`src/rtl/nfh_pkg.sv`:
```
`timescale 1ns/1ps
package nfh_pkg;

    localparam int DLY_W = 4;

    // register word addresses
    localparam logic [3:0] RA_CTRL  = 4'd0;
    localparam logic [3:0] RA_STAT  = 4'd1;
    localparam logic [3:0] RA_IFLAG = 4'd2;
    localparam logic [3:0] RA_IMASK = 4'd3;
    localparam logic [3:0] RA_CMD   = 4'd4;
    localparam logic [3:0] RA_ADDR  = 4'd5;
    localparam logic [3:0] RA_WDATA = 4'd6;
    localparam logic [3:0] RA_RREQ  = 4'd7;
    localparam logic [3:0] RA_RDATA = 4'd8;

    // interrupt flag bit positions
    localparam int IB_READY = 0;
    localparam int IB_OVF   = 1;
    localparam int IB_DRAIN = 2;
    localparam int IB_RDRDY = 3;
    localparam int IB_WDONE = 4;
    localparam int N_IRQ    = 5;

    typedef enum logic [1:0] {
        OP_CMD   = 2'd0,
        OP_ADDR  = 2'd1,
        OP_WDATA = 2'd2,
        OP_RREQ  = 2'd3
    } op_e;

    typedef struct packed {
        op_e        op;
        logic [7:0] data;
    } wb_entry_t;

    typedef struct packed {
        logic             page512;
        logic             wide;
        logic [DLY_W-1:0] rd_dly;
        logic [DLY_W-1:0] wr_dly;
    } ctl_t;

    typedef enum logic [1:0] {
        SQ_IDLE  = 2'd0,
        SQ_STRB  = 2'd1,
        SQ_RECOV = 2'd2
    } seq_st_e;

    function automatic logic [DLY_W-1:0] strobe_dly(op_e op, ctl_t c);
        return (op == OP_RREQ) ? c.rd_dly : c.wr_dly;
    endfunction

endpackage

```
`src/rtl/nfh_wbuf.sv`:
```
`timescale 1ns/1ps
module nfh_wbuf
    import nfh_pkg::*;
#(
    parameter int DEPTH = 4
) (
    input  logic      clk,
    input  logic      rst,
    input  logic      push,
    input  wb_entry_t push_ent,
    input  logic      pop,
    output wb_entry_t head,
    output logic      full,
    output logic      empty
);
    localparam int PW = (DEPTH > 1) ? $clog2(DEPTH) : 1;
    localparam int CW = $clog2(DEPTH + 1);
    localparam logic [PW-1:0] LAST = PW'(DEPTH - 1);

    wb_entry_t     mem [DEPTH];
    logic [PW-1:0] wr_ptr, rd_ptr;
    logic [CW-1:0] count;
    logic          do_push, do_pop;

    assign full    = (count == CW'(DEPTH));
    assign empty   = (count == '0);
    assign do_push = push && !full;
    assign do_pop  = pop && !empty;
    assign head    = mem[rd_ptr];

    always_ff @(posedge clk) begin
        if (do_push) mem[wr_ptr] <= push_ent;
    end

    always_ff @(posedge clk) begin
        if (rst) begin
            wr_ptr <= '0;
            rd_ptr <= '0;
            count  <= '0;
        end else begin
            if (do_push) wr_ptr <= (wr_ptr == LAST) ? '0 : wr_ptr + PW'(1);
            if (do_pop)  rd_ptr <= (rd_ptr == LAST) ? '0 : rd_ptr + PW'(1);
            case ({do_push, do_pop})
                2'b10:   count <= count + CW'(1);
                2'b01:   count <= count - CW'(1);
                default: count <= count;
            endcase
        end
    end
endmodule

```
`src/rtl/nfh_busseq.sv`:
```
`timescale 1ns/1ps
module nfh_busseq
    import nfh_pkg::*;
(
    input  logic       clk,
    input  logic       rst,
    input  ctl_t       ctl,
    input  logic       ent_valid,
    input  wb_entry_t  ent,
    output logic       pop,
    input  logic [7:0] io_in,
    output logic       cle,
    output logic       ale,
    output logic       we_n,
    output logic       re_n,
    output logic [7:0] io_out,
    output logic       io_oe,
    output logic       done,
    output op_e        done_op,
    output logic [7:0] rd_byte
);
    seq_st_e          st;
    wb_entry_t        cur;
    logic [DLY_W-1:0] cnt;
    logic             active, strobing, is_rd;

    assign pop      = ent_valid && (st != SQ_STRB);
    assign active   = (st != SQ_IDLE);
    assign strobing = (st == SQ_STRB);
    assign is_rd    = (cur.op == OP_RREQ);
    assign done     = strobing && (cnt == '0);
    assign done_op  = cur.op;

    assign cle    = active && (cur.op == OP_CMD);
    assign ale    = active && (cur.op == OP_ADDR);
    assign we_n   = !(strobing && !is_rd);
    assign re_n   = !(strobing && is_rd);
    assign io_oe  = active && !is_rd;
    assign io_out = cur.data;

    always_ff @(posedge clk) begin
        if (rst) begin
            st      <= SQ_IDLE;
            cur     <= '{op: OP_CMD, data: 8'h00};
            cnt     <= '0;
            rd_byte <= '0;
        end else begin
            case (st)
                SQ_STRB: begin
                    if (cnt == '0) begin
                        st <= SQ_RECOV;
                        if (is_rd) rd_byte <= io_in;
                    end else begin
                        cnt <= cnt - DLY_W'(1);
                    end
                end
                default: begin
                    if (pop) begin
                        cur <= ent;
                        cnt <= strobe_dly(ent.op, ctl);
                        st  <= SQ_STRB;
                    end else begin
                        st <= SQ_IDLE;
                    end
                end
            endcase
        end
    end
endmodule

```
`src/rtl/nfh_rbsync.sv`:
```
`timescale 1ns/1ps
module nfh_rbsync #(
    parameter int STAGES = 2
) (
    input  logic clk,
    input  logic rst,
    input  logic pin,
    output logic level,
    output logic rise
);
    logic [STAGES-1:0] sh;
    logic              prev;

    generate
        if (STAGES == 1) begin : g_one
            always_ff @(posedge clk) begin
                if (rst) sh <= '1;
                else     sh <= pin;
            end
        end else begin : g_chain
            always_ff @(posedge clk) begin
                if (rst) sh <= '1;
                else     sh <= {sh[STAGES-2:0], pin};
            end
        end
    endgenerate

    always_ff @(posedge clk) begin
        if (rst) prev <= 1'b1;
        else     prev <= sh[STAGES-1];
    end

    assign level = sh[STAGES-1];
    assign rise  = sh[STAGES-1] && !prev;
endmodule

```
`src/rtl/nand_host_seq.sv`:
```
`timescale 1ns/1ps
module nand_host_seq
    import nfh_pkg::*;
#(
    parameter int WB_DEPTH    = 4,
    parameter int SYNC_STAGES = 2
) (
    input  logic        clk,
    input  logic        rst,
    input  logic        reg_we,
    input  logic [3:0]  reg_addr,
    input  logic [15:0] reg_wdata,
    output logic [15:0] reg_rdata,
    output logic        irq_o,
    output logic        nf_cle,
    output logic        nf_ale,
    output logic        nf_we_n,
    output logic        nf_re_n,
    output logic [7:0]  nf_io_out,
    output logic        nf_io_oe,
    input  logic [7:0]  nf_io_in,
    input  logic        nf_rb
);
    localparam int PCW = $clog2(WB_DEPTH + 2);

    ctl_t             ctl_q;
    logic [N_IRQ-1:0] irq_q, mask_q, irq_set, irq_clr;
    logic [PCW-1:0]   wpend_q, rpend_q;
    logic             q_req, q_ok, wb_full, wb_empty, wb_empty_q, wb_pop;
    wb_entry_t        q_ent, wb_head;
    logic             seq_done;
    op_e              seq_done_op;
    logic [7:0]       rd_byte;
    logic             rb_level, rb_rise;
    logic             wr_in, wr_out, rd_in, rd_out;
    logic             unused_wdata_hi;

    assign unused_wdata_hi = ^reg_wdata[15:10];

    // queue-write decode
    always_comb begin
        q_req = reg_we;
        q_ent = '{op: OP_CMD, data: reg_wdata[7:0]};
        case (reg_addr)
            RA_CMD:   q_ent.op = OP_CMD;
            RA_ADDR:  q_ent.op = OP_ADDR;
            RA_WDATA: q_ent.op = OP_WDATA;
            RA_RREQ:  q_ent.op = OP_RREQ;
            default:  q_req = 1'b0;
        endcase
    end
    assign q_ok = q_req && !wb_full;

    nfh_wbuf #(.DEPTH(WB_DEPTH)) u_wbuf (
        .clk(clk), .rst(rst),
        .push(q_req), .push_ent(q_ent),
        .pop(wb_pop), .head(wb_head),
        .full(wb_full), .empty(wb_empty)
    );

    nfh_busseq u_seq (
        .clk(clk), .rst(rst), .ctl(ctl_q),
        .ent_valid(!wb_empty), .ent(wb_head), .pop(wb_pop),
        .io_in(nf_io_in),
        .cle(nf_cle), .ale(nf_ale), .we_n(nf_we_n), .re_n(nf_re_n),
        .io_out(nf_io_out), .io_oe(nf_io_oe),
        .done(seq_done), .done_op(seq_done_op), .rd_byte(rd_byte)
    );

    nfh_rbsync #(.STAGES(SYNC_STAGES)) u_rb (
        .clk(clk), .rst(rst), .pin(nf_rb),
        .level(rb_level), .rise(rb_rise)
    );

    // pending-transfer accounting
    assign wr_in  = q_ok && (q_ent.op == OP_WDATA);
    assign wr_out = seq_done && (seq_done_op == OP_WDATA);
    assign rd_in  = q_ok && (q_ent.op == OP_RREQ);
    assign rd_out = seq_done && (seq_done_op == OP_RREQ);

    always_comb begin
        irq_set           = '0;
        irq_set[IB_READY] = rb_rise;
        irq_set[IB_OVF]   = q_req && wb_full;
        irq_set[IB_DRAIN] = wb_empty && !wb_empty_q;
        irq_set[IB_RDRDY] = rd_out;
        irq_set[IB_WDONE] = wr_out && !wr_in && (wpend_q == PCW'(1));
        irq_clr = (reg_we && reg_addr == RA_IFLAG) ? reg_wdata[N_IRQ-1:0] : '0;
    end

    always_ff @(posedge clk) begin
        if (rst) begin
            ctl_q      <= '0;
            mask_q     <= '0;
            irq_q      <= '0;
            wpend_q    <= '0;
            rpend_q    <= '0;
            wb_empty_q <= 1'b1;
        end else begin
            if (reg_we && reg_addr == RA_CTRL)  ctl_q  <= ctl_t'(reg_wdata[9:0]);
            if (reg_we && reg_addr == RA_IMASK) mask_q <= reg_wdata[N_IRQ-1:0];
            irq_q      <= (irq_q & ~irq_clr) | irq_set;
            wb_empty_q <= wb_empty;
            case ({wr_in, wr_out})
                2'b10:   wpend_q <= wpend_q + PCW'(1);
                2'b01:   wpend_q <= wpend_q - PCW'(1);
                default: wpend_q <= wpend_q;
            endcase
            case ({rd_in, rd_out})
                2'b10:   rpend_q <= rpend_q + PCW'(1);
                2'b01:   rpend_q <= rpend_q - PCW'(1);
                default: rpend_q <= rpend_q;
            endcase
        end
    end

    always_comb begin
        case (reg_addr)
            RA_CTRL:  reg_rdata = {6'b0, ctl_q};
            RA_STAT:  reg_rdata = {11'b0, wb_empty, (rpend_q != '0),
                                   (wpend_q != '0), wb_full, rb_level};
            RA_IFLAG: reg_rdata = {11'b0, irq_q};
            RA_IMASK: reg_rdata = {11'b0, mask_q};
            RA_RDATA: reg_rdata = {8'b0, rd_byte};
            default:  reg_rdata = '0;
        endcase
    end

    assign irq_o = |(irq_q & mask_q);
endmodule

```
`config.mk`:
```
export PLATFORM = sky130hd
export DESIGN_NAME = nand_host_seq
export DESIGN_NICKNAME = d
export VERILOG_FILES = /design/src/rtl/nfh_pkg.sv /design/src/rtl/nfh_wbuf.sv /design/src/rtl/nfh_busseq.sv /design/src/rtl/nfh_rbsync.sv /design/src/rtl/nand_host_seq.sv
export SDC_FILE = /design/constraint.sdc
export NUM_CORES = 1
export LEC_CHECK = 0
export ABC_AREA = 1
export BUFFER_PORTS_ARGS = -buffer_cell sky130_fd_sc_hd__buf_2
export CAP_MARGIN = 15
export CORE_AREA = 2 2 105 107
export DETAILED_ROUTE_END_ITERATION = 12
export DIE_AREA = 0 0 107 109
export PLACE_DENSITY = 0.68
export SLEW_MARGIN = 20
export SYNTH_ARGS = -nofsm -noshare
export SYNTH_HDL_FRONTEND = slang
export SYNTH_SLANG_ARGS = --single-unit
export TNS_END_PERCENT = 30
```
`constraint.sdc`:
```
create_clock -name clk -period 5.45 [get_ports clk]
set_clock_uncertainty 0.15 [all_clocks]
set_input_delay 1.09 -clock clk [delete_from_list [all_inputs] [get_ports clk]]
set_output_delay 1.09 -clock clk [all_outputs]
set_load 0.1 [all_outputs]
```
# Yosys cells after proc, flatten, opt, wreduce, memory -nomap -nowiden
# Memory sizes are Yosys's and may differ from the RTL's. A register that Yosys moved wholly into a read port is not among the register bits.
# Cells that the tools add are included.
# word_totals
register_bits	61
ram_bits	40
in_bits	32
out_inout_bits	30
word_cells	127
n_memories	1
# op_classes
add_sub_neg	9
eq_ne	28
mux	20
bitwise_logic	5
reduce_logical	45
# memory_table
memory	words	word_bits	rd	rd_ports_with_merged_regs	wr	line	text
u_wbuf.mem	4	10	1	1	1	nfh_wbuf.sv:20	wb_entry_t mem [DEPTH];
# ops
cell	n
$pmux W10 S5	1
$logic_and A1 B1 Y1	21
$eq A2 B2 Y1 const B	10
$pmux W3 S2	3
$eq A4 B3 Y1 const B	4
$mux W4	4
$mux W2	6
$and A5 B5 Y5	2
$eq A2 B1 Y1 const B	5
$reduce_bool A2 Y1	5
$add A3 B1 Y3 const B	3
$sub A3 B1 Y3 const B	3
$eq A4 B2 Y1 const B	2
$logic_not A1 Y1	8
$logic_not A4 Y1	2
$pmux W2 S3	1
$reduce_bool A3 Y1	2
$mux W5	1
$not A5 Y5	1
$or A5 B5 Y5	1
$reduce_or A5 Y1	1
$add A2 B1 Y2 const B	2
$eq A4 B1 Y1 const B	1
$eq A4 B4 Y1 const B	1
other kinds (12)	17

# Logic depth before layout (Yosys ltp)
# Gate-level depths: netlist of the first run.
# logic_depth
ltp_word	9
ltp_mapped	13
mapped_depth_nobuf	13

# Modules after synthesis
# Synthesis of the first run repeated with hierarchy kept, for this count alone.
# hier_totals
hier_cells	586
hier_area_um2	4840.9
# by_module_without_submodules
mod	n_inst	cells_per_inst	area_per_inst_um2	seq_area_each_um2
nfh_wbuf	1	169	1991.9	1381.3
nand_host_seq	1	244	1611.5	540.5
nfh_busseq	1	162	1144.8	480.5
nfh_rbsync	1	11	92.6	60.1

# Worst setup path before layout of the first run
# OpenSTA, ideal clock, no wires.
# synth_path
kind	input to output
from	input reg_addr[1]
to	output reg_rdata[5]
t_arrival_ns	2.979
path_slack_ns	1.231
cell_stages	4
path_buffers	1
path_cell_list	buf_6 nor2_4 nand3_1 o22ai_1
# synth_via
elab_chain_cells	2
# synth_lines
element	line	text
start: declaration	nand_host_seq.sv:11	input logic [3:0] reg_addr,
$eq A4 B4 Y1, or another cell as far along	nand_host_seq.sv:118	case (reg_addr)
$pmux W10 S5 (*)	nand_host_seq.sv:118	
end: declaration	nand_host_seq.sv:13	output logic [15:0] reg_rdata,
# Every way passes the cells marked *; elsewhere a longest branch is shown, timed or not.

# Worst setup path in the final report of the first run
# layout_path
from	input reg_addr[0]
to	output reg_rdata[1]
# Same word-level chain as after synthesis.

==> results of run 1 <==
-- path summary, 6_finish.rpt --
| kind | slack, ps | endpoint | start |
|---|---|---|---|
| setup reg to reg | 2790 | rpend_q[2]$_SDFFE_PP0P_ | u_seq.cnt[0]$_SDFFE_PP0P_ |
| hold reg to reg | 270 | u_rb.sh[1]$_SDFF_PP1_ | u_rb.sh[0]$_SDFF_PP1_ |
| setup / recovery | 1570 | reg_rdata[1] | reg_addr[0] |
| hold / removal | 270 | u_rb.sh[1]$_SDFF_PP1_ | u_rb.sh[0]$_SDFF_PP1_ |
-- power by group through the flow --
stage | logic (uW) | clock network, uW | registers (uW)
2_1_floorplan | 693 | 0 | 1170
3_3_place_gp | 986 | 0 | 1010
3_5_place_dp | 1010 | 0 | 1010
4_1_cts | 1010 | 457 | 994
5_1_grt | 1100 | 490 | 1010
6_report | 1010 | 448 | 992
-- worst max-delay path, cell delays in order --
cell                       delay (ps)
sky130_fd_sc_hd__buf_2            160
sky130_fd_sc_hd__nor2_4           140
sky130_fd_sc_hd__nand3_1          290
sky130_fd_sc_hd__o21ai_0          300
sky130_fd_sc_hd__a21oi_1           70
sky130_fd_sc_hd__o211ai_1         120
sky130_fd_sc_hd__buf_2            470
-- metrics by stage --
stage               cell area [sq um]  setup WS, ps  power (uW)  cells  hold WS, ps
global placement                 5010          1580        1990    682          242
global route                     5190          1460        2600    698          287
floorplan                        4760          1230        1870    517          239
finish                           5190          1570        2450    698          268
CTS                              5190          1580        2470    698          273
detailed placement               5010          1590        2020    682          250
-- flip-flops by register name (all words and copies together), names as in the netlist, 4 cells and up, named ones only --
signal / flops
irq_q: 5
u_seq.io_out: 8
u_wbuf.mem: 40
mask_q: 5
u_seq.cnt: 4
u_seq.rd_byte: 8
ctl_q: 10
-- cell families (layout without fill, tap and decap cells) --
family	Yosys count	in the layout	share of synthesized area, %
DFF	103	103	51.9
AOI/OAI and AO/OA	143	143	17.6
xor gates and xnor gates	3	3	0.554
and+or+nand+nor	153	153	15.7
buffers and inverters	93	134	9.62
adders and majority gates	16	16	4.53
other	1	6	0.0790
-- layer usage --
metal  track usage, %  wire, um  up-vias  share of wire (%)
li1                 -         -     1774                  -
met4             7.51       212        0                2.2
met3             3.53       466       16                4.8
met5                0         0        -                  0
met2             27.6      4570       83                 47
met1             22.2      4440     1597                 46
-- area by class of cell --
class | count | area [sq um] | share of cell area, %
clock inverters | 6 | 51.3 | 0.989
flip-flops and latches | 103 | 2460 | 47.5
repair buffers | 49 | 245 | 4.73
inverters | 69 | 280 | 5.40
clock buffers | 10 | 128 | 2.46
well taps | 140 | 175 | 3.38
multi-input cells | 321 | 1850 | 35.6
-- cells in the final DEF (no fill, tap or decap), types with 3 or more instances in the layout --
cell                        n
sky130_fd_sc_hd__a21oi_1   39
sky130_fd_sc_hd__a21oi_2   10
sky130_fd_sc_hd__a31oi_1    9
sky130_fd_sc_hd__buf_2     49
sky130_fd_sc_hd__clkbuf_8   9
sky130_fd_sc_hd__conb_1     6
sky130_fd_sc_hd__dfxtp_1   63
sky130_fd_sc_hd__edfxtp_1  40
sky130_fd_sc_hd__ha_1      14
sky130_fd_sc_hd__inv_1     57
sky130_fd_sc_hd__inv_2      9
sky130_fd_sc_hd__inv_6      4
sky130_fd_sc_hd__nand2_1   51
sky130_fd_sc_hd__nand2_2   10
sky130_fd_sc_hd__nand2_4    3
sky130_fd_sc_hd__nand3_1   17
sky130_fd_sc_hd__nor2_1    55
sky130_fd_sc_hd__nor3_1     3
sky130_fd_sc_hd__o211ai_1   4
sky130_fd_sc_hd__o21ai_0   52
sky130_fd_sc_hd__o21ai_1    9
sky130_fd_sc_hd__o21ai_2   11
sky130_fd_sc_hd__o22ai_1    4
sky130_fd_sc_hd__or2_2      4
sky130_fd_sc_hd__xor2_1     3
==> run summary, run 1 <==
Summing the sequential cell areas from Yosys gives 51.9% of the chip area. The synthesized design contains 103 register bits. The logs give 0.00208 uW for the cell leakage power and 1130 uW for the reported net switching power. The tools report the number of global-route vias before repair as 3181. The number of clock buffers added by TritonCTS is 9. The share of total power dissipated in the clock network is 18.3%. The internal cell power was 1320 uW; the largest fanout on the critical path was 8. The combinational share of power is 41.2%.

The part of the cycle the worst path needs is 71.2%. The number of clock sinks is 103. The number of gates resized after CTS was 0. The run gives 6.72 mm as the HPWL after detailed placement. Once detail routing completed, the nets flagged for antenna violations numbered 0. Across the run, the number of max-cap violations was 0. The count of buffers added on input and output ports is 49. The tools report the critical path arrival as 2640 ps.

0 antenna diodes ended up in the layout. Once layout is complete, the utilization of the core stands at 48.9%. The run gives 32.6% as the relative max-transition margin.

The number of library cell types mapped by synthesis was 44; the vertical die dimension was 109 um. After routing, the total negative slack on setup checks comes to 0 ps. In the global route stage, overall resource usage came out at 17.1%. The switching share of total power is 46.0%, and the number of setup violations in the final report is 0. Routability-driven placement finished with a final weighted congestion of 0.804. The worst setup path is launched from a primary input.

For this design the top-level I/O count stands at 62. The routed design has 9.69 mm of wire. The minimum clock period is 3880 ps, and the wire length per cell after detailed routing is 13.9 um.

The tools report the starting density of the core as 44.8%. The run gives 3 as the H-tree level count. Setup repair after global routing left no endpoint under its margin. IR analysis of the VDD net gives a maximum drop of 370 uV. After synthesis, the cell types taking the most area are sky130_fd_sc_hd__dfxtp_1 27%, sky130_fd_sc_hd__edfxtp_1 25%, sky130_fd_sc_hd__o21ai_0 5.5%. TritonCTS built the clock tree. Clock-pin slew was measured on the worst setup and hold paths at 90 ps.

After filler insertion, the fill cell instance count of the layout stands at 1001. For the total core area, the log shows 10600 sq um. The worst setup path is of the in2out kind. Summed over its instances, the top area cell type makes up 26.6% of the synthesized netlist area. The number of hold buffers added after CTS was 0.

The residual DRC count is 0. The post-route netlist has 22.0% of its cells at a drive strength greater than 1. The detailed router placed 3470 vias in this run. Max-slew violation count: 0. The run finished with clean final reports. The worst hold path cell count was 1; the net count of the finished layout was 601. The run gives 4210 ps as the critical path required time.

The die is 107 um wide. For the pin with the worst max-slew slack, the measured transition is 1010 ps. The average instance in the mapped netlist occupies 9.27 sq um. The number of setup buffers added after CTS is 0.

The worst setup path is captured at an output pin. The clock insertion delay at the later pin of the skew report was 370 ps; the highest clock rate was 258 MHz. The most area-hungry cell type in the Yosys netlist was sky130_fd_sc_hd__dfxtp_1.

The total count of hold-check failures in the final report is 0. Among all flip-flop cells after synthesis, the most frequent one is sky130_fd_sc_hd__dfxtp_1. The number of antenna violations at the first check in global routing was 0.

The post-synthesis instance total is 512, and the cell count of the worst reg-to-reg path is 12. sky130_fd_sc_hd__dfxtp_1 is the most common cell in the netlist. After synthesis the cells add up to 4750 sq um. For this run, asynchronously set or reset flops after synthesis account for 0%. The tightest min-delay check is of the reg2reg type. In this run, synthesis inferred 40 flip-flops with an integrated enable. The run gives 48 as the largest net degree at the start of global routing.

The number of violations reported at the end of detailed-routing iteration 0 was 199; the growth of design area from synthesis to finish was 9.31%. The cell sitting at the root of the clock tree is a sky130_fd_sc_hd__clkbuf_8. The logs give 15.2 mm for the first-pass GRT wire length and 0 for the total number of yosys warnings. The floorplan die area is 11700 sq um. Global route total overflow: 0. The row count was 38. Length of the first detailed-routing pass in iterations: 4. After detailed routing, the number of vias per cell comes to 4.97.

The commonest cells after synthesis are 63 x sky130_fd_sc_hd__dfxtp_1, 57 x sky130_fd_sc_hd__inv_1, 55 x sky130_fd_sc_hd__nor2_1. In this run the power density over the cells is 472 nW/um^2. Part of the power in registers: 40.5%. No sink is reached through more buffers than the 2 on the longest clock path.
No activity file was read; power rests on OpenSTA's default activity.
==> inputs of run 2 (changes only) <==
==> constraint.sdc (replaced) <==
create_clock -name clk -period 3.9 [get_ports clk]
set_clock_uncertainty 0.15 [all_clocks]
set_input_delay 0.78 -clock clk [delete_from_list [all_inputs] [get_ports clk]]
set_output_delay 0.78 -clock clk [all_outputs]
set_load 0.1 [all_outputs]
==> run summary, run 2 (same netlist as run 1, synthesis figures left out) <==
For this block, the initial DRC count from the detailed router was 208. The cell leakage power is 0.00209 uW, and the clock transition time at the flip-flop clock pins of the worst setup and hold paths is 100 ps. In this run the tightest slew margin relative to its limit is 36.6%.

The logs give 370 ps for the clock insertion delay at the later pin of the skew report and 9.64 mm for the routed wire length. Entering global routing, the biggest net connects 48 pins. At the worst endpoint, the arrival time is 2370 ps. The net count of the finished layout is 603.

The part of the cycle the worst path needs works out to 84.5%. Number of antenna violations at the first check in global routing: 0. Setup violations remaining at the end of the flow were counted as 0. The tools report the capturing element type of the critical path as an output pin. Counting flops per register, the top entry is u_wbuf.mem. The die covers 11700 sq um.

Remaining number of nets flagged by the antenna check after routing: 0. From left edge to right edge, the die measures 107 um. For this design the ratio of total power to cell area is 661 nW/um^2. The HPWL after detailed placement came out at 6.78 mm. Row generation in the floorplan step produced 38 rows. The clock net in this run drives a total of 103 sinks. In the final timing run, aggregate negative setup slack is 0 ps. The largest registers in the layout are u_wbuf.mem x40, ctl_q x10. The area growth from synthesis to layout is 9.99%. The worst-case IR drop observed on VDD is 436 uV. For the total vias in the final route, the log shows 3481. The number of setup buffers added after CTS is 0. STA classifies the critical path startpoint as a primary input. The total of buffers placed on input and output ports was 49. The die is 109 um tall. Summing all multi-input logic gate instances after layout gives 1850 sq um. The flow ran to the end, and the final reports show no timing, DRC or antenna violations.

The run gives 3 as the H-tree level count. The run gives 4 as the length of the first detailed-routing pass in iterations. At the end of routability-driven placement, the weighted congestion stood at 0.824.

Setup repair after global routing left no endpoint under its margin. Hold is met by 277 ps. For the pin with the worst max-slew slack, the measured transition is 948 ps. The wire length per cell after detailed routing is 13.8 um.

The critical path in this run is classified as in2out. For the total global routing track utilization, the log shows 17.3%. Summing all flip-flop and latch instances after layout gives 2460 sq um. In the layout the commonest cells are 63 x sky130_fd_sc_hd__dfxtp_1, 57 x sky130_fd_sc_hd__inv_1, 55 x sky130_fd_sc_hd__nor2_1. The critical path required time is 2970 ps, and the share of post-route cells with drive strength above 1 is 22.5%. TritonCTS created 9 clock buffers. The total count of hold-check failures in the final report is 0, and the minimum clock period is 3300 ps.

The buffer levels on the longest clock path was 2; the first-pass GRT wire length was 15.4 mm. TritonCTS built the clock tree. The register with the most flip-flops in the layout has 40 of them. The total overflow left after global routing is 0.

The total core area was 10600 sq um; the number of violations of the max-capacitance limit was 0. Fill cells in the final layout number 1004. 62 I/O pins were placed. The classification of the worst-slack hold path is reg2reg.

Once the floorplan was initialized, standard cells occupied 44.8% of the core. The number of vias per cell was 4.97. After detailed routing, the number of remaining DRC violations is 0. The quantity of hold-fixing buffers added after cts was 0. Of all nets on the critical path, the largest fanout is 8. The logs give 3256 for the number of global-route vias before repair and 0 for the number of diodes. Once the clock tree was built, the resizer swapped 0 gates to a different size. Most common cell after layout, fill and taps aside: sky130_fd_sc_hd__dfxtp_1. The cell sitting at the root of the clock tree is a sky130_fd_sc_hd__clkbuf_8. The run gives 303 MHz as the highest clock rate. The run gives 0 as the max-slew violation count.
run 2: cell types whose count changed in the layout (fill, tap and decap cells not counted):
cell                         previous run  this run
sky130_fd_sc_hd__inv_6                  4         3
sky130_fd_sc_hd__clkinv_2               1         0
sky130_fd_sc_hd__clkinv_8               0         1
sky130_fd_sc_hd__clkbuf_1               1         0
sky130_fd_sc_hd__buf_4                  0         2
sky130_fd_sc_hd__clkinvlp_4             0         1
sky130_fd_sc_hd__inv_8                  1         2
run 2: path summary, 6_finish.rpt:
path / from / to / slack [ps] / cells past startpoint
worst max-delay path: reg_addr[0] / reg_rdata[1] / 600 / 7
worst min-delay path: u_rb.sh[0]$_SDFF_PP1_ / u_rb.sh[1]$_SDFF_PP1_ / 280 / 1
worst max register to register: u_seq.cnt[0]$_SDFFE_PP0P_ / rpend_q[2]$_SDFFE_PP0P_ / 1260 / 12
worst min register to register: u_rb.sh[0]$_SDFF_PP1_ / u_rb.sh[1]$_SDFF_PP1_ / 280 / 1
run 2: routing by layer:
layer | up-vias | GRT usage (%) | part of all wire, % | routed length [um]
li1 | 1781 | - | - | -
met1 | 1579 | 22.4 | 44 | 4240
met2 | 109 | 28.5 | 47 | 4500
met3 | 12 | 2.57 | 7.0 | 676
met4 | 0 | 8.53 | 2.3 | 217
met5 | - | 0 | 0 | 0
run 2: area by class of cell:
type / count / share of cell area, %
multi-input cells: 321 / 35.4
repair buffers: 51 / 4.99
well taps: 140 / 3.36
flip-flops and latches: 103 / 47.2
inverters: 69 / 5.37
clock buffers: 9 / 2.37
clock inverters: 7 / 1.39
run 2: report_power, final:
| part | leakage, uW | total [uW] | switching [uW] | internal (uW) |
|---|---|---|---|---|
| Clock | 0.0000970 | 654 | 402 | 252 |
| Combinational | 0.00112 | 1440 | 1080 | 356 |
| Sequential | 0.000878 | 1360 | 103 | 1250 |
run 2: worst max-delay path, cell delays in order:
cell	delay [ps]
sky130_fd_sc_hd__buf_2	160
sky130_fd_sc_hd__nor2_4	150
sky130_fd_sc_hd__nand3_1	310
sky130_fd_sc_hd__o21ai_0	320
sky130_fd_sc_hd__a21oi_1	80
sky130_fd_sc_hd__o211ai_1	110
sky130_fd_sc_hd__buf_2	460
run 2: stage by stage:
stage	util, %	power [uW]	instance area (sq um)	worst slack (ps)	instances
after CTS	49.2	3480	5220	646	700
after floorplan	-	2610	4760	301	517
final	49.2	3450	5220	603	700
after global placement	47.4	2790	5020	679	684
after global routing	49.2	3670	5220	513	700
after detailed placement	47.4	2830	5020	656	684
==> inputs of run 3 (changes only) <==
--- a/config.mk
+++ b/config.mk
@@ -11,7 +11,7 @@
 export CORE_AREA = 2 2 105 107
 export DETAILED_ROUTE_END_ITERATION = 12
 export DIE_AREA = 0 0 107 109
-export PLACE_DENSITY = 0.68
+export PLACE_DENSITY = 0.7
 export SLEW_MARGIN = 20
 export SYNTH_ARGS = -nofsm -noshare
 export SYNTH_HDL_FRONTEND = slang
==> constraint.sdc (replaced) <==
create_clock -name clk -period 2.8 [get_ports clk]
set_clock_uncertainty 0.15 [all_clocks]
set_input_delay 0.56 -clock clk [delete_from_list [all_inputs] [get_ports clk]]
set_output_delay 0.56 -clock clk [all_outputs]
set_load 0.1 [all_outputs]
==> run summary, run 3 (same netlist as run 1, synthesis figures left out) <==
The final weighted congestion in routability-driven placement was 0.816. Leaving out fill and tap cells, the most frequent cell in the layout is sky130_fd_sc_hd__dfxtp_1. By startpoint and endpoint, the worst setup path is classified as in2out. The non-filler instance count after layout is 708, and the number of fillers in the final layout is 982.

The tools report the number of diodes as 0. The detailed router finished its first iteration with 165 violations. STA classifies the critical path startpoint as a primary input. In the final layout, flip-flops and latches occupy 2460 sq um. STA puts the critical path data arrival time at 1940 ps.

The clock transition time at the flip-flop clock pins of the worst setup and hold paths works out to 100 ps. The routed wire length came out at 9.99 mm. The x dimension of the die works out to 107 um.

Dividing total power by cell area gives a power density of 892 nW/um^2. The worst pin sits at a relative slew slack of 65.9%. The multi-input combinational cells in the finished layout cover a total of 1850 sq um.

For the HPWL after detailed placement, the log shows 7.11 mm. The number of violations of the max-capacitance limit came out at 0. Across the VDD grid, the largest voltage drop is 515 uV.

In this run the worst hold path is classified as in2reg. The clock insertion delay at the later pin of the skew report was 360 ps; the largest net degree at the start of global routing was 39. The run gives 3 as the H-tree level count.

The residual DRC count is 0. The part of the cycle the worst path needs works out to 94.7%. The finished cells cover 5400 sq um.

The master of the slowest instance on the critical path was sky130_fd_sc_hd__o21ai_0. The largest registers in the layout are u_wbuf.mem x40, ctl_q x10. More flip-flops sit in one register than any other, and that register is u_wbuf.mem. At the worst endpoint, the required time is 2090 ps.

In the global route stage, overall resource usage came out at 18.0%. The register with the most flip-flops in the layout has 40 of them. Cell leakage power: 0.00215 uW. The highest clock rate is 377 MHz. Total design power: 4820 uW. The slew at the pin closest to its max-slew limit is 511 ps. The buffer levels on the longest clock path came out at 2. The net count of the finished layout came out at 611. Setup violations remaining at the end of the flow were counted as 0. After detailed routing, the average wire length per cell comes to 14.1 um. The remaining number of nets flagged by the antenna check after routing came out at 0. The global route total overflow came out at 0. TritonCTS built the clock tree.

The max-slew violation count was 0. Setup repair after global routing left no endpoint under its margin. The library cells used most frequently in the layout, excluding fill and tap cells, are 63 x sky130_fd_sc_hd__dfxtp_1, 57 x sky130_fd_sc_hd__inv_1, 55 x sky130_fd_sc_hd__nor2_1. The kind of cell with the highest combined delay along the critical path is compound AO/OA/AOI/OAI gates. The number of buffer and inverter instances along the worst setup path was 2.

The worst stage delay on the critical path is 310 ps, and the share of post-route cells with drive strength above 1 is 23.6%. The number of clock sinks is 103. TritonCTS created 9 clock buffers. Growth of design area from synthesis to finish: 13.8%. The die is 109 um tall. Adding up every negative setup slack in the final design gives 0 ps. The first-pass GRT wire length was 16.2 mm; the minimum clock period was 2650 ps.

The first detailed-routing pass took 4 iterations. The placed instances occupy a cell area of 5220 sq um. 62 I/O pins were placed.

The tools report the row count as 38. For this configuration, the core starts out at a cell density of 44.8%. The quantity of gates resized following cts was 0; the number of cells in the design after placement was 692. Post-CTS timing repair inserted 0 buffers for setup. The number of antenna violations at the first check in global routing came out at 0. STA classifies the critical path endpoint as an output pin.

The run finished with clean final reports. Buffers inserted to repair hold after CTS numbered 0. The number of vias per cell came out at 5.03. The floorplan step defined a die boundary enclosing 11700 sq um.

The count of buffers added on input and output ports is 49. The run gives 3413 as the number of global-route vias before repair. Of all nets on the critical path, the largest fanout is 8.

The root buffer cell chosen for the clock tree is sky130_fd_sc_hd__clkbuf_8. The total count of hold-check failures in the final report was 0. For this block, the via count after detailed routing is 3563. The total core area was 10600 sq um. The signal on the critical path passes through buf_2 -> nor2_4 -> nand3_1 -> o21ai_0 -> a21oi_1 -> o211ai_1 -> buf_12.
==> run 3: cell count changes in the layout (fill, tap and decap cells not counted), sizes merged <==
cell	delta
clkinv	+1
inv	-2
clkinvlp	+1
buf	+8
==> run 3: final timing paths <==
path                                           endpoint                       from  depth (start not counted)  slack [ps]
worst min-delay path              u_rb.sh[0]$_SDFF_PP1_                      nf_rb                          2         220
worst max register to register  rpend_q[2]$_SDFFE_PP0P_  u_seq.cnt[0]$_SDFFE_PP0P_                         12         360
worst min register to register    u_rb.sh[1]$_SDFF_PP1_      u_rb.sh[0]$_SDFF_PP1_                          1         270
worst max-delay path                       reg_rdata[1]                reg_addr[0]                          7         150
==> run 3: report_power, final <==
part / leakage, uW / total, uW / internal [uW] / switching, uW
registers: 0.000878 / 1900 / 1750 / 151
logic: 0.00119 / 2060 / 529 / 1530
clock network: 0.0000854 / 861 / 333 / 528
total: 0.00215 / 4820 / 2610 / 2210
==> run 3: layout make-up <==
cell class                 instances  area share [%]
tap                              140            3.24
multi-input combinational        321            34.3
sequential                       103            45.6
clock inverter                     7            1.04
clock buffer                       9            2.29
timing repair buffer              59            8.38
inverter                          69            5.19
==> run 3: per-layer routing <==
layer | routed length, um | part of all wire (%) | global-route usage, % | up-vias
li1 | - | - | - | 1800
met1 | 4340 | 43 | 23.7 | 1663
met2 | 4890 | 49 | 30.4 | 89
met3 | 647 | 6.5 | 3.05 | 11
met4 | 102 | 1.0 | 5.66 | 0
met5 | 0 | 0 | 0 | -
==> run 3: per-stage QoR <==
stage	util, %	hold slack (ps)	worst slack, ps
floorplan	-	239	-444
global placement	49.3	245	198
detailed placement	49.3	247	179
CTS	51.0	205	163
global route	51.0	206	42.8
finish	51.0	218	148
